===== config.mk =====
export PLATFORM = sky130hd
export DESIGN_NAME = mesh_link_unit
export DESIGN_NICKNAME = d
export VERILOG_FILES = /design/src/rtl/mesh_link_pkg.sv /design/src/rtl/mesh_link_ctrl.sv /design/src/rtl/mesh_link_outreg.sv /design/src/rtl/mesh_link_unit.sv
export SDC_FILE = /design/constraint.sdc
export NUM_CORES = 1
export LEC_CHECK = 0
export BUFFER_PORTS_ARGS = -buffer_cell sky130_fd_sc_hd__buf_2
export CORE_ASPECT_RATIO = 0.6
export CORE_MARGIN = 2
export CORE_UTILIZATION = 48
export DETAILED_ROUTE_END_ITERATION = 8
export PLACE_DENSITY_LB_ADDON = 0.08
export SKIP_LAST_GASP = 1
export SLEW_MARGIN = 20
export SYNTH_ARGS = -nofsm -noshare
export SYNTH_HDL_FRONTEND = slang
export SYNTH_SLANG_ARGS = --single-unit

===== constraint.sdc =====
create_clock -name clk -period 2.8 [get_ports clk]
set_input_delay 0.42 -clock clk [delete_from_list [all_inputs] [get_ports clk]]
set_output_delay 0.42 -clock clk [all_outputs]
set_load 0.1 [all_outputs]

===== src/rtl/mesh_link_pkg.sv =====
package mesh_link_pkg;

    localparam int LINK_W     = 32;
    localparam int NUM_LANES  = 4;
    localparam int LANE_IW    = 2;
    localparam int GPR_AW     = 5;

    typedef enum logic [1:0] {
        OP_IDLE = 2'd0,
        OP_SEND = 2'd1,
        OP_GET  = 2'd2,
        OP_FWD  = 2'd3
    } link_op_e;

    typedef enum logic [1:0] {
        LANE_N = 2'd0,
        LANE_E = 2'd1,
        LANE_W = 2'd2,
        LANE_S = 2'd3
    } lane_e;

    typedef struct packed {
        logic               valid;
        link_op_e           op;
        logic [LANE_IW-1:0] lane;
        logic [LANE_IW-1:0] alt;
        logic               to_out;
    } link_cmd_t;

    typedef struct packed {
        logic               blocked;
        logic               take;
        logic               out_wr;
        logic [LANE_IW-1:0] out_lane;
        logic               gpr_wr;
        logic               src_in;
    } link_action_t;

    function automatic logic [NUM_LANES-1:0] lane_onehot(input logic [LANE_IW-1:0] l);
        logic [NUM_LANES-1:0] m;
        m = '0;
        m[l] = 1'b1;
        return m;
    endfunction

endpackage


===== src/rtl/mesh_link_ctrl.sv =====
module mesh_link_ctrl
    import mesh_link_pkg::*;
#(
    parameter int DATA_W = LINK_W,
    parameter int REG_AW = GPR_AW
) (
    input  link_cmd_t                      cmd,
    input  logic [REG_AW-1:0]              cmd_reg,
    input  logic [NUM_LANES*DATA_W-1:0]    in_data,
    input  logic [NUM_LANES-1:0]           in_valid,
    input  logic [NUM_LANES*DATA_W-1:0]    out_data,
    input  logic [NUM_LANES-1:0]           out_valid,
    input  logic [DATA_W-1:0]              rf_rdata,
    output logic                           stall,
    output logic [NUM_LANES-1:0]           in_take,
    output logic [NUM_LANES-1:0]           out_wr,
    output logic [DATA_W-1:0]              out_wdata,
    output logic                           rf_we,
    output logic [REG_AW-1:0]              rf_waddr,
    output logic [DATA_W-1:0]              rf_wdata
);

    link_action_t       act;
    logic               go;
    logic [DATA_W-1:0]  in_word;
    logic [DATA_W-1:0]  alt_word;
    logic [DATA_W-1:0]  gpr_word;

    // Operand selection: inbound lane, outbound register, general register
    assign in_word  = in_data[cmd.lane*DATA_W +: DATA_W];
    assign alt_word = out_data[cmd.alt*DATA_W +: DATA_W];
    assign gpr_word = (cmd_reg == '0) ? '0 : rf_rdata;

    // Decode the operation into an action and its blocking condition
    always_comb begin
        act = '0;
        unique case (cmd.op)
            OP_SEND: begin
                act.blocked  = out_valid[cmd.lane];
                act.out_wr   = 1'b1;
                act.out_lane = cmd.lane;
            end
            OP_GET: begin
                act.blocked  = !in_valid[cmd.lane] ||
                               (cmd.to_out && out_valid[cmd.alt]);
                act.take     = 1'b1;
                act.src_in   = 1'b1;
                act.out_wr   = cmd.to_out;
                act.out_lane = cmd.alt;
                act.gpr_wr   = !cmd.to_out && (cmd_reg != '0);
            end
            OP_FWD: begin
                act.blocked  = !in_valid[cmd.lane] || out_valid[cmd.alt];
                act.take     = 1'b1;
                act.src_in   = 1'b1;
                act.out_wr   = 1'b1;
                act.out_lane = cmd.alt;
            end
            default: act = '0;
        endcase
    end

    assign go    = cmd.valid && !act.blocked;
    assign stall = cmd.valid && act.blocked;

    assign in_take = (go && act.take)   ? lane_onehot(cmd.lane)     : '0;
    assign out_wr  = (go && act.out_wr) ? lane_onehot(act.out_lane) : '0;

    always_comb begin
        if (act.src_in)
            out_wdata = in_word;
        else if (cmd.to_out)
            out_wdata = alt_word;
        else
            out_wdata = gpr_word;
    end

    assign rf_we    = go && act.gpr_wr;
    assign rf_waddr = cmd_reg;
    assign rf_wdata = in_word;

endmodule


===== src/rtl/mesh_link_outreg.sv =====
module mesh_link_outreg
    import mesh_link_pkg::*;
#(
    parameter int DATA_W = LINK_W
) (
    input  logic              clk,
    input  logic              rst,
    input  logic              wr,
    input  logic [DATA_W-1:0] wdata,
    input  logic              take,
    output logic [DATA_W-1:0] data_q,
    output logic              valid_q
);

    always_ff @(posedge clk) begin
        if (rst) begin
            data_q  <= '0;
            valid_q <= 1'b0;
        end else if (wr) begin
            data_q  <= wdata;
            valid_q <= 1'b1;
        end else if (take) begin
            valid_q <= 1'b0;
        end
    end

    // the controller never writes a full outbound register
    a_r4_no_write_when_full: assert property (@(posedge clk) disable iff (rst)
        wr |-> !valid_q);

    // a write lands with its data and the flag at the next edge
    a_r2_write_lands: assert property (@(posedge clk) disable iff (rst)
        wr |=> (valid_q && data_q == $past(wdata)));

    // a full register holds until taken
    a_r5_held_until_take: assert property (@(posedge clk) disable iff (rst)
        (valid_q && !take) |=> (valid_q && $stable(data_q)));

    // a take clears the flag
    a_r5_take_clears: assert property (@(posedge clk) disable iff (rst)
        (valid_q && take) |=> !valid_q);

    // a take on an empty register changes nothing
    a_r5_empty_take_inert: assert property (@(posedge clk) disable iff (rst)
        (!valid_q && !wr) |=> (!valid_q && $stable(data_q)));

endmodule


===== src/rtl/mesh_link_unit.sv =====
module mesh_link_unit
    import mesh_link_pkg::*;
#(
    parameter int DATA_W = LINK_W,
    parameter int REG_AW = GPR_AW
) (
    input  logic                          clk,
    input  logic                          rst,
    input  logic                          cmd_valid,
    input  logic [1:0]                    cmd_op,
    input  logic [1:0]                    cmd_dir,
    input  logic [1:0]                    cmd_alt,
    input  logic                          cmd_to_out,
    input  logic [REG_AW-1:0]             cmd_reg,
    output logic                          cmd_stall,
    output logic [REG_AW-1:0]             rf_raddr,
    input  logic [DATA_W-1:0]             rf_rdata,
    output logic                          rf_we,
    output logic [REG_AW-1:0]             rf_waddr,
    output logic [DATA_W-1:0]             rf_wdata,
    input  logic [NUM_LANES*DATA_W-1:0]   link_in_data,
    input  logic [NUM_LANES-1:0]          link_in_valid,
    output logic [NUM_LANES-1:0]          link_in_take,
    output logic [NUM_LANES*DATA_W-1:0]   link_out_data,
    output logic [NUM_LANES-1:0]          link_out_valid,
    input  logic [NUM_LANES-1:0]          link_out_take
);

    link_cmd_t              cmd;
    logic [NUM_LANES-1:0]   out_wr;
    logic [DATA_W-1:0]      out_wdata;

    assign cmd = '{valid:  cmd_valid,
                   op:     link_op_e'(cmd_op),
                   lane:   cmd_dir,
                   alt:    cmd_alt,
                   to_out: cmd_to_out};

    assign rf_raddr = cmd_reg;

    mesh_link_ctrl #(
        .DATA_W (DATA_W),
        .REG_AW (REG_AW)
    ) u_ctrl (
        .cmd       (cmd),
        .cmd_reg   (cmd_reg),
        .in_data   (link_in_data),
        .in_valid  (link_in_valid),
        .out_data  (link_out_data),
        .out_valid (link_out_valid),
        .rf_rdata  (rf_rdata),
        .stall     (cmd_stall),
        .in_take   (link_in_take),
        .out_wr    (out_wr),
        .out_wdata (out_wdata),
        .rf_we     (rf_we),
        .rf_waddr  (rf_waddr),
        .rf_wdata  (rf_wdata)
    );

    for (genvar g = 0; g < NUM_LANES; g++) begin : g_lane
        mesh_link_outreg #(
            .DATA_W (DATA_W)
        ) u_outreg (
            .clk     (clk),
            .rst     (rst),
            .wr      (out_wr[g]),
            .wdata   (out_wdata),
            .take    (link_out_take[g]),
            .data_q  (link_out_data[g*DATA_W +: DATA_W]),
            .valid_q (link_out_valid[g])
        );
    end

    // a stalled command touches neither the links nor the register file
    a_r4_stall_inert: assert property (@(posedge clk) disable iff (rst)
        cmd_stall |-> (link_in_take == '0 && out_wr == '0 && !rf_we));

    // register 0 is never written
    a_r6_r0_never_written: assert property (@(posedge clk) disable iff (rst)
        rf_we |-> (rf_waddr != '0));

    // at most one take, and only on a valid inbound lane
    a_r3_one_take: assert property (@(posedge clk) disable iff (rst)
        $onehot0(link_in_take));

    a_r3_take_needs_valid: assert property (@(posedge clk) disable iff (rst)
        (link_in_take & ~link_in_valid) == '0);

endmodule


* Word-level counts from Yosys, hierarchy flattened
Index checks and enable logic that the tools add are counted. W data, S select, Z words.
Cells by class: eq/ne operators 3, shifts and indexed selects 2, $lt $le $gt $ge 5, reduce and logical (&&, ||, !) cells 21, mux-type cells 27
Operator list (count):
- $shiftx A128 B8 Y32 | 2
- $mux W32 | 3
- $mux W1 | 15
- $logic_and A1 B1 Y1 | 9
- $lt A2 B3 Y1 const B | 3
- $pmux W3 S3 | 1
- $mux W4 | 2
- $reduce_bool A2 Y1 | 4
- $bmux W1 S2 | 3
- $logic_not A5 Y1 | 1
- $reduce_bool A5 Y1 | 1
- $demux W1 S2 | 2
- $eq A2 B2 Y1 const B | 2
- $ge A2 B1 Y1 const B | 2
- $logic_not A1 Y1 | 3
- $pmux W1 S3 | 1
- $eq A2 B1 Y1 const B | 1
- $logic_or A1 B1 Y1 | 2
- $reduce_or A2 Y1 | 1
Storage, ports and cells: bits in registers 132, input bits 183, output and inout port bits 180

* Depth between registers and ports, before layout
Gate-level depths: netlist (run 1).
depth after elaboration 10, gate-level depth with buffers 8

* By module
A second synthesis (run 1) with hierarchy kept.
Second synthesis, totals: cell total of the unflattened synthesis 671, area total of the unflattened synthesis 7322.0 µm²
By module, submodules not included:
- mesh_link_outreg | area each 1204.9 µm², cells an instance 108, instances 4, seq. area each 660.6 µm²
- mesh_link_ctrl | area each 2464.9 µm², cells an instance 234, instances 1, seq. area each 0.0 µm²
- mesh_link_unit | area each 37.5 µm², cells an instance 5, instances 1, seq. area each 0.0 µm²

* Worst setup path before layout (run 1)
OpenSTA, ideal clock, no wires.
path type input to output, from input port cmd_op[1], to output port rf_we, data arrival time 3.650 ns, cell stages on the path 5, path slack -1.270 ns, buffers on the path 3, data required time 2.380 ns, cells stage by stage clkbuf_1 clkbuf_1 clkbuf_1 nand4_1 nor3b_1
On the way: cells in the longest elaborated chain, start to end 5
RTL lines:
- start, declared | line mesh_link_unit.sv:10 | input logic [1:0] cmd_op,
- $eq A2 B2 Y1 / $eq A2 B1 Y1 (equally long branches) | line mesh_link_ctrl.sv:37 | unique case (cmd.op)
- $pmux W1 S3 | line mesh_link_ctrl.sv:37
- $logic_not A1 Y1 | line mesh_link_ctrl.sv:63 | assign go = cmd.valid && !act.blocked;
- $logic_and A1 B1 Y1 | line mesh_link_ctrl.sv:63
- $logic_and A1 B1 Y1 (*) | line mesh_link_ctrl.sv:78 | assign rf_we = go && act.gpr_wr;
- end, declared | line mesh_link_unit.sv:18 | output logic rf_we,
Every way passes the cells marked *; elsewhere a longest branch is shown, timed or not.

* Final worst setup path (run 1)
from register g_lane[2].u_outreg.valid_q, to output port rf_we
On the way: cells in the longest elaborated chain, start to end 8
RTL lines:
- start, declared | line mesh_link_outreg.sv:12 | output logic valid_q
- start signal, assigned | line mesh_link_outreg.sv:18 | valid_q <= 1'b0;
- start signal, assigned | line mesh_link_outreg.sv:21 | valid_q <= 1'b1;
- start signal, assigned | line mesh_link_outreg.sv:23 | valid_q <= 1'b0;
- $bmux W1 S2 | line mesh_link_ctrl.sv:45, mesh_link_ctrl.sv:53
- $mux W1 (implied by the code) | line mesh_link_ctrl.sv:45, mesh_link_ctrl.sv:53
- $logic_and A1 B1 Y1 | line mesh_link_ctrl.sv:45 | (cmd.to_out && out_valid[cmd.alt]);
- $logic_or A1 B1 Y1 | line mesh_link_ctrl.sv:44 | act.blocked = !in_valid[cmd.lane] ||
- $pmux W1 S3 (*) | line mesh_link_ctrl.sv:37
- $logic_not A1 Y1 (*) | line mesh_link_ctrl.sv:63
- $logic_and A1 B1 Y1 (*) | line mesh_link_ctrl.sv:63
- $logic_and A1 B1 Y1 (*) | line mesh_link_ctrl.sv:78
Every way passes the cells marked *; elsewhere a longest branch is shown, timed or not. The select of a mux whose other input is x is not followed.

==> results, run 1 <==
- The top cell type's share of synthesized area is 33.1%.
- In this run, post-CTS repair resized a total of 0 instances.
- The clock tree buffer depth is 2.
- Leaving out fill and tap cells, the most frequent cell in the layout is buf_2.
- Detailed placement ended at an HPWL of 18.5 mm.
- After clock tree synthesis, the clock-pin slew on the worst setup and hold paths is roughly 0.060 ns.
- The number of global-route vias before repair is 6972.
- Synthesis handed over a netlist of 740 instances.
- Dividing the detail-routed wire length by the instance count gives ~19 microns.
- The post-place setup slack is 0.339 ns.
- In this run the worst setup path terminates at rf_we.
- The worst slew slack as a fraction of its limit is 61.7%.
- The total of warnings raised by yosys is 0.
- The instance area at placement is between 10000 and 15000 sq um.
- The arrival time at the worst endpoint is roughly 2.1 ns.
- The number of distinct standard cells referenced by the synthesized netlist is 32.
- Power spread over the standard cell area amounts to approximately 550 nW/um^2.
- The core footprint is between 15000 and 20000 sq um.
- The reported leakage power is just over 0.005 uW.
- The largest net degree at the start of global routing is 59.
- The flow ran to the end, and the final reports show no timing, DRC or antenna violations.
- For this run, the share of the core covered by cells in the final layout is between 60% and 70%.
- The path class of the tightest hold or removal check is in -> reg.
- The net count of the finished layout is roughly 1300.
- For the worst setup path, the data required time is roughly 2.4 ns.
- In this run the critical register-to-register path is captured at g_lane[0].u_outreg.data_q[31].
- The initial utilization of the core area, before any placement, comes to between 40% and 50%.
- Setup repair after global routing left no endpoint under its margin.
- The global-route wire length before repair is about 39 mm.
- In the routed design, unresolved DRC markers number 0.
- Sequential elements use 33.1% of the synthesized area.
- The number of hold violations in the final report is 0.
- For this run, the top clock speed supported by timing is around 400 MHz.
- The number of rows in the core area is 36.
- Max-cap violations in this run came to 0.
- Relative to the synthesized area, the layout overhead comes to 33.3%.
- The number of port buffers is 362.
- The average footprint of a synthesized cell is between 10 and 15 sq um.
- After clock tree synthesis, the flow added hold-fix buffers numbering 0.
- Of all cell types, the one taking the most synthesized area is dfxtp_1.
- The type of the worst setup path is reg -> out.
- The initial DRC count is 351.
- The highest net fanout along the worst path is 5.
- The worst-margin pin slew is between 0.5 and 0.6 ns.
- At the end of routability-driven placement, the weighted congestion stood at 0.839.
- The flop and latch count out of synthesis is between 100 and 150.
- Summed over all layers, the routed wires come to 24.9 mm.
- The die is ~170 microns wide.
- The worst reg-to-reg path cell count is 5.
- The buffer type at the clock tree root is clkbuf_16.
- The source-to-sink clock delay at the later pin of the worst-skew pair is about 0.4 ns.
- The post-synthesis net count is 923.
- Setup violations remaining at the end of the flow were counted as 0.
- The total routing resource utilization after global routing is between 20% and 30%.
- The residual overflow from global routing is 0.
- The top cell types in the final layout, fill and taps aside, are buf_2 (355), nor2b_1 (161), dfxtp_1 (132).
- The tree built by TritonCTS fans out to ~130 sinks.
- The number of levels in the clock H-tree is 4.
- The final worst clock skew is approximately 0.012 ns.
- Sorting the synthesized cells by area gives the leading types as dfxtp_1 (33%), nor2b_1 (13%), mux2_2 (12%).
- The area of the die is about 18000 sq um.
- The routed layout has just over 7000 vias.
- The first detailed-routing pass ran for 4 iterations.
- Once placement completed, the tool counted placed cells totaling 1284.
- Setup slack closes at around 0.32 ns.
- From bottom edge to top edge, the die measures roughly 100 microns.
- The remaining antenna violation count is 0.
- IR analysis of the VDD net gives a maximum drop of approximately 0.00032 V.
- The worst register-to-register path begins at g_lane[3].u_outreg.valid_q.
- The post-route netlist has 53.5% of its cells at a drive strength greater than 1.
- The summed negative setup slack over all endpoints is 0 ns.
- Fill cells in the final layout number approximately 1400.
- The CTS tree is yes.
- The number of antenna diodes is 0.
- The finished cells cover 10600 sq um.
- The routed design could run at a clock period as short as about 2.5 ns.
- The share of the clock period used by the worst path is between 80% and 90%.
- Clock tree synthesis inserted a total of 17 buffers.
- The max-slew violation count was 0.
- The worst setup path is launched from a register.
- The launching instance or port of the critical path is g_lane[2].u_outreg.valid_q.
- The final instance count without filler cells is approximately 1300.
- The initial antenna violation count is 0.
- The number of placed I/O pins is ~360.
- Post-CTS timing repair inserted 0 buffers for setup.
- The vias per cell is 5.39.
- STA classifies the critical path endpoint as an output pin.
- The register-to-register setup slack is 0.62 ns.
- After synthesis the cells add up to about 8000 sq um.
cell families (layout without fill, tap and decap cells):
logic type	Yosys count	count (layout)	share of synthesized area, %
flip-flops	132	132	33.1
AND/OR/NAND/NOR	221	221	16.6
AO/OA/AOI/OAI	82	82	7.39
buffers and inverters	77	423	5.70
multiplexers	228	228	37.3
layout make-up:
cell class              instances  area, sq um  area share (%)
flip-flops and latches        132         2640            24.8
clock inverters                12          159            1.49
clock buffers                  18          429            4.03
repair buffers                393         2200            20.7
well taps                     228          285            2.68
multi-input cells             531         4930            46.3
Yosys cell counts, drive strengths merged:
library cell,n
mux4,34
mux2i,66
nand3,4
dfxtp,132
a211oi,32
nor3b,2
nand2,6
clkbuf,34
mux2,128
nor2,4
a21oi,6
o21bai,1
a21o,2
o211ai,1
o21ai,6
nor2b,161
o22ai,33
nor3,34
nand2b,8
a31oi,1
buf,43
or2,1
nand4,1
registers in the layout (all words and copies together), names as in the netlist:
register                 count
g_lane.u_outreg.data_q     128
g_lane.u_outreg.valid_q      4
where the power goes:
part	switching, uW	internal (uW)	total [uW]
Sequential	40.9	1930	1970
Combinational	1190	437	1620
Clock	831	1390	2220
critical path, stage by stage, from the launching register on:
cell and delay [ns]:
dfxtp_1 0.31, buf_4 0.14, mux2i_1 0.12, nand3_1 0.15, nand3_1 0.16, nand4_1 0.27
nor3b_2 0.31, buf_12 0.21
metal layers:
metal,track usage (%),wire (microns),part of all wire [%],vias up
met5,0,0,0,-
met4,5.31,146,0.59,0
met3,4.72,1310,5.3,12
met2,43.8,11400,46,237
met1,40.5,12100,48,3500
li1,-,-,-,3340
through the flow:
step,hold slack (ns),power [uW]
after floorplan,0.472,3270
after global placement,0.511,3630
after detailed placement,0.520,3630
after CTS,0.261,5860
after global routing,0.272,6010
final,0.282,5820
worst min-delay path by stage:
| stage | startpoint | end | slack [ns] | cells after the start |
|---|---|---|---|---|
| after floorplan | g_lane[2].u_outreg.valid_q | g_lane[2].u_outreg.valid_q | 0.47 | 2 |
| after global placement | g_lane[0].u_outreg.valid_q | g_lane[0].u_outreg.valid_q | 0.51 | 2 |
| after detailed placement | g_lane[0].u_outreg.valid_q | g_lane[0].u_outreg.valid_q | 0.52 | 2 |
| after CTS | link_out_take[0] | g_lane[0].u_outreg.valid_q | 0.26 | 3 |
| after global routing | link_out_take[3] | g_lane[3].u_outreg.valid_q | 0.27 | 3 |
| final | link_out_take[1] | g_lane[1].u_outreg.valid_q | 0.28 | 3 |
Note: power is estimated with default switching activity, not from simulation.
==> run 2: changes to the inputs <==
Settings changed: ABC_AREA set to 1, CORE_UTILIZATION 48 to 47, SLEW_MARGIN 20 to 30.
==> run 2 against run 1 <==
Effect of this change: final cell count grew 37%; count of clock-buffer cells in the layout grew 1; global-route usage grew 5.4 points; clock skew shrank 0.0012 ns; maximum frequency shrank 2.9%.
==> results, run 2 <==
- The count of buffers added on input and output ports is approximately 360.
- The clock-pin slew on the worst setup and hold paths is about 0.070 ns.
- The worst register-to-register path ends at g_lane[1].u_outreg.data_q[28].
- In the routed design, unresolved DRC markers number 0.
- In the synthesized netlist, the cells that appear most often are nand2_1 (418), nor2_1 (340), dfxtp_1 (132), o21ai_0 (85), a22oi_1 (46).
- Before CTS, the worst setup slack after placement is between 0.3 and 0.4 ns.
- The type of the worst setup path is reg -> out.
- The final instance count without filler cells is between 1500 and 2000.
- The remaining antenna violation count is 0.
- The run finished with clean final reports.
- Routability-driven placement finished with a final weighted congestion of approximately 0.89.
- The cell family contributing the most delay on the critical path is simple AND/OR/NAND/NOR gates.
- The signal on the critical path passes through inv_1 -> nand2_1 -> nand3_1 -> nand2_1 -> nand2_1 -> nand2_1 -> nand2_1 -> nand2_1 -> inv_1 -> nand3_1 -> nor3_2 -> clkbuf_4.
- The flip-flop count of the largest register after layout is between 100 and 150.
- Before antenna repair, the detailed router went through 5 iterations.
- In this run the top signal layer used is met4.
- In the post-synthesis netlist, the biggest area contributors are dfxtp_1 (35%), nand2_1 (21%), nor2_1 (17%).
- The number of distinct standard cells referenced by the synthesized netlist is 21.
- The proportion of register bits with asynchronous set or reset after synthesis is 0%.
- The final worst clock skew is 0.0104 ns.
- The worst voltage drop across the vdd grid is slightly below 0.0004 V.
- The relative contribution of combinational cells to total power is roughly 34%.
- The largest total area in the synthesized netlist belongs to dfxtp_1.
- Leaving out fill and tap cells, the most frequent cells in the layout are nand2_1 (418), nor2_1 (337), buf_2 (324).
- The sink count of the clock tree is between 100 and 150.
- The worst slew slack as a fraction of its limit is roughly three fifths.
- The number of global-route vias before repair is 8421.
- The launching instance or port of the critical path is g_lane[3].u_outreg.valid_q.
- The starting density of the core is 48.6%.
- The final critical path takes up between 90% and 100% of the cycle.
- After detailed placement, the design holds a cell count of around 1800.
- Relative to the synthesized area, the layout overhead comes to 40.0%.
- After detailed routing, the number of vias per cell comes to 5.29.
- From left edge to right edge, the die measures around 170 microns.
- Global routing consumed, over all layers together, 33.3% of the routing resources.
- The met3 wire length is roughly 2.7 mm.
- The type of the tightest min-delay check is in -> reg.
- The portion of total power attributed to the clock network is roughly a third.
- TritonCTS built the clock tree.
- Post-CTS timing repair inserted 0 buffers for setup.
- For the worst setup path, the data required time is between 2 and 2.5 ns.
- The detailed-placement wirelength estimate is about 20 mm.
- The max-slew violation count came to 0.
- For this run, the top clock speed supported by timing is 392 MHz.
- The most frequent standard cell in the layout excluding fill and tap cells is nand2_1.
- Setup total negative slack on the finished layout was measured at 0 ns.
- The clock buffer count from CTS is 17.
- The initial DRC count is between 900 and 1000.
- The most common cell in the synthesized netlist is nand2_1.
- The kind of launch point of the worst setup path is a register.
- The average instance in the mapped netlist occupies between 5 and 6 sq um.
- The design draws around 6400 uW.
- The top cell type's share of synthesized area is 35.0%.
- Entering global routing, the biggest net connects 129 pins.
- The via count is between 9000 and 10000.
- The summed instance area of the synthesized netlist is around 7600 sq um.
- The internal power is 3800 uW.
- After global routing the overflow that remains totals 0.
- The largest registers in the layout are g_lane.u_outreg.data_q: 128 flops, g_lane.u_outreg.valid_q: 4 flops.
- In this run the deepest clock path goes through 2 buffers.
- The initialized floorplan defines 35 standard-cell rows.
- The synthesized design contains 0 enable-type register cells.
- The total routed wirelength is between 20 and 30 mm.
- The smallest hold slack is about 0.26 ns.
- When the netlist entered floorplanning its net count stood at 1453.
- The number of placed I/O pins is ~360.
- The reported leakage power is 0.00535 uW.
- The buffer type at the clock tree root is clkbuf_16.
- The longest individual stage delay on the worst path is between 0.3 and 0.4 ns.
- In the synthesized netlist the dominant register cell turns out to be dfxtp_1.
- The initial antenna violation count is 1.
- Setup repair after global routing left no endpoint under its margin.
- The number of cells produced by synthesis is 1270.
- Max-cap violations in this run came to 0.
- The highest net fanout along the worst path is 5.
- The detailed route wirelength on metal2 is roughly 13 mm.
- After detailed routing, the average wire length per cell comes to 16.2 microns.
- The smallest clock period supported by the final layout is computed as about 2.5 ns.
- After synthesis the netlist holds a flip-flop and latch count of around 130.
- The smallest setup slack after layout is around 0.25 ns.
- The switching share of power is about two fifths.
- The number of buffers and inverters on the critical path is 3.
- For the pin with the worst max-slew slack, the measured transition is 0.611 ns.
- In this run the vertical extent of the chip is between 100 and 150 microns.
- For flop-to-flop paths, the worst setup slack is about 0.82 ns.
- The area of the die is 17100 sq um.
- The worst register-to-register path has a depth of 13.
- Setup violations remaining at the end of the flow were counted as 0.
- The core footprint is around 16000 sq um.
- For the worst-skew pair, the clock arrives at the later sink with an insertion delay of about 0.41 ns.
- CTS built an H-tree with a depth of 4.
- The number of logic stages on the critical path including buffering is 12.
- The startpoint identified for the worst register-to-register timing path is g_lane[3].u_outreg.valid_q.
- The first global-routing pass estimated approximately 45 mm of wire.
- In this run the worst setup path terminates at link_in_take[2].
- Sequential cells were found to cover between 30% and 40% of the synthesized design area.
- Of the total power, registers draw 31.6%.
- The switching power is around 2600 uW.
- The total of warnings raised by yosys is 0.
- The capturing element type of the critical path is an output pin.
- The length of routed wiring on met1 is approximately 13 mm.
- The number of hold violations in the final report is 0.
- The number of nets at the end of the flow is approximately 1800.
- For the worst setup path, the data arrival time is roughly 2.1 ns.
- Dividing total power by cell area gives a power density of ~600 nW/um^2.
- Counting flops per register, the top entry is g_lane.u_outreg.data_q.
- The cell with the biggest individual delay on the critical path is clkbuf_4.
- The most prevalent standard cell on the critical path is nand2_1.
- The share of layout cells above drive strength 1 is a little over a quarter.
-- run 2: cell count changes after synthesis, moves of 21 or more --
cell,delta
mux4_2,-34
nor2_1,+336
mux2_4,-29
mux2_2,-84
nor2b_1,-161
o21bai_1,+21
mux2i_1,-66
nor3_1,-30
nand2_1,+412
a22oi_1,+46
inv_1,+33
a211oi_1,-32
o21ai_0,+83
nand3_1,+37
-- run 2: layer usage --
metal	global-route usage (%)	up-vias
met2	51.3	477
met5	0	-
met1	47.9	4316
met3	6.27	36
met4	9.57	0
li1	-	4666
-- run 2: power by group through the flow --
stage | registers (uW) | clock network (uW) | logic [uW]
after global routing | 2030 | 2270 | 2320
after detailed placement | 2060 | 0 | 2170
after global placement | 2060 | 0 | 2160
final | 2020 | 2180 | 2190
after floorplan | 2570 | 0 | 1020
after CTS | 2020 | 2190 | 2180
-- run 2: what timing repair did --
| action | CTS | global route |
|---|---|---|
| resized for setup | 0 | 5 |
| hold endpoints to repair | 0 | 0 |
| endpoints found under the setup margin | 0 | 5 |
| hold buffers | 0 | 0 |
-- run 2: worst min-delay path by stage --
stage / start / to / cells past startpoint
floorplan: rst / g_lane[0].u_outreg.valid_q / 1
global placement: g_lane[2].u_outreg.data_q[17] / g_lane[2].u_outreg.data_q[17] / 2
detailed placement: g_lane[0].u_outreg.data_q[7] / g_lane[0].u_outreg.data_q[7] / 2
CTS: rst / g_lane[2].u_outreg.valid_q / 2
global route: rst / g_lane[0].u_outreg.valid_q / 2
finish: rst / g_lane[2].u_outreg.valid_q / 2
-- run 2: cell type report --
type,instances,area [sq um]
fillers,1441,4970
multi-input cells,1003,4370
diodes,1,2.50
clock buffers,19,453
flip-flops and latches,132,2640
well taps,203,254
repair buffers,388,2590
clock inverters,13,126
inverters,36,136
-- run 2: logic make-up (layout without fill, tap and decap cells) --
| group | count (synthesis) | count (layout) | share of synthesized area [%] |
|---|---|---|---|
| buffers and inverters | 135 | 456 | 7.90 |
| and+or+nand+nor | 812 | 812 | 41.6 |
| AOI/OAI and AO/OA | 191 | 191 | 15.5 |
| DFF | 132 | 132 | 35.0 |
| other | 0 | 1 | 0 |
-- run 2: metrics by stage --
stage / util (%) / instance area [sq um]
finish: 68.0 / 10600
detailed placement: 64.2 / 9980
floorplan: - / 7570
CTS: 67.9 / 10600
global route: 68.0 / 10600
global placement: 64.2 / 9980
-- run 2: worst reg2reg max path: cells and delay by family, from the launching register on --
family / cells / cell delay, ns
and+or+nand+nor: 11 / 1.11
DFF: 1 / 0.31
buffers and inverters: 2 / 0.46
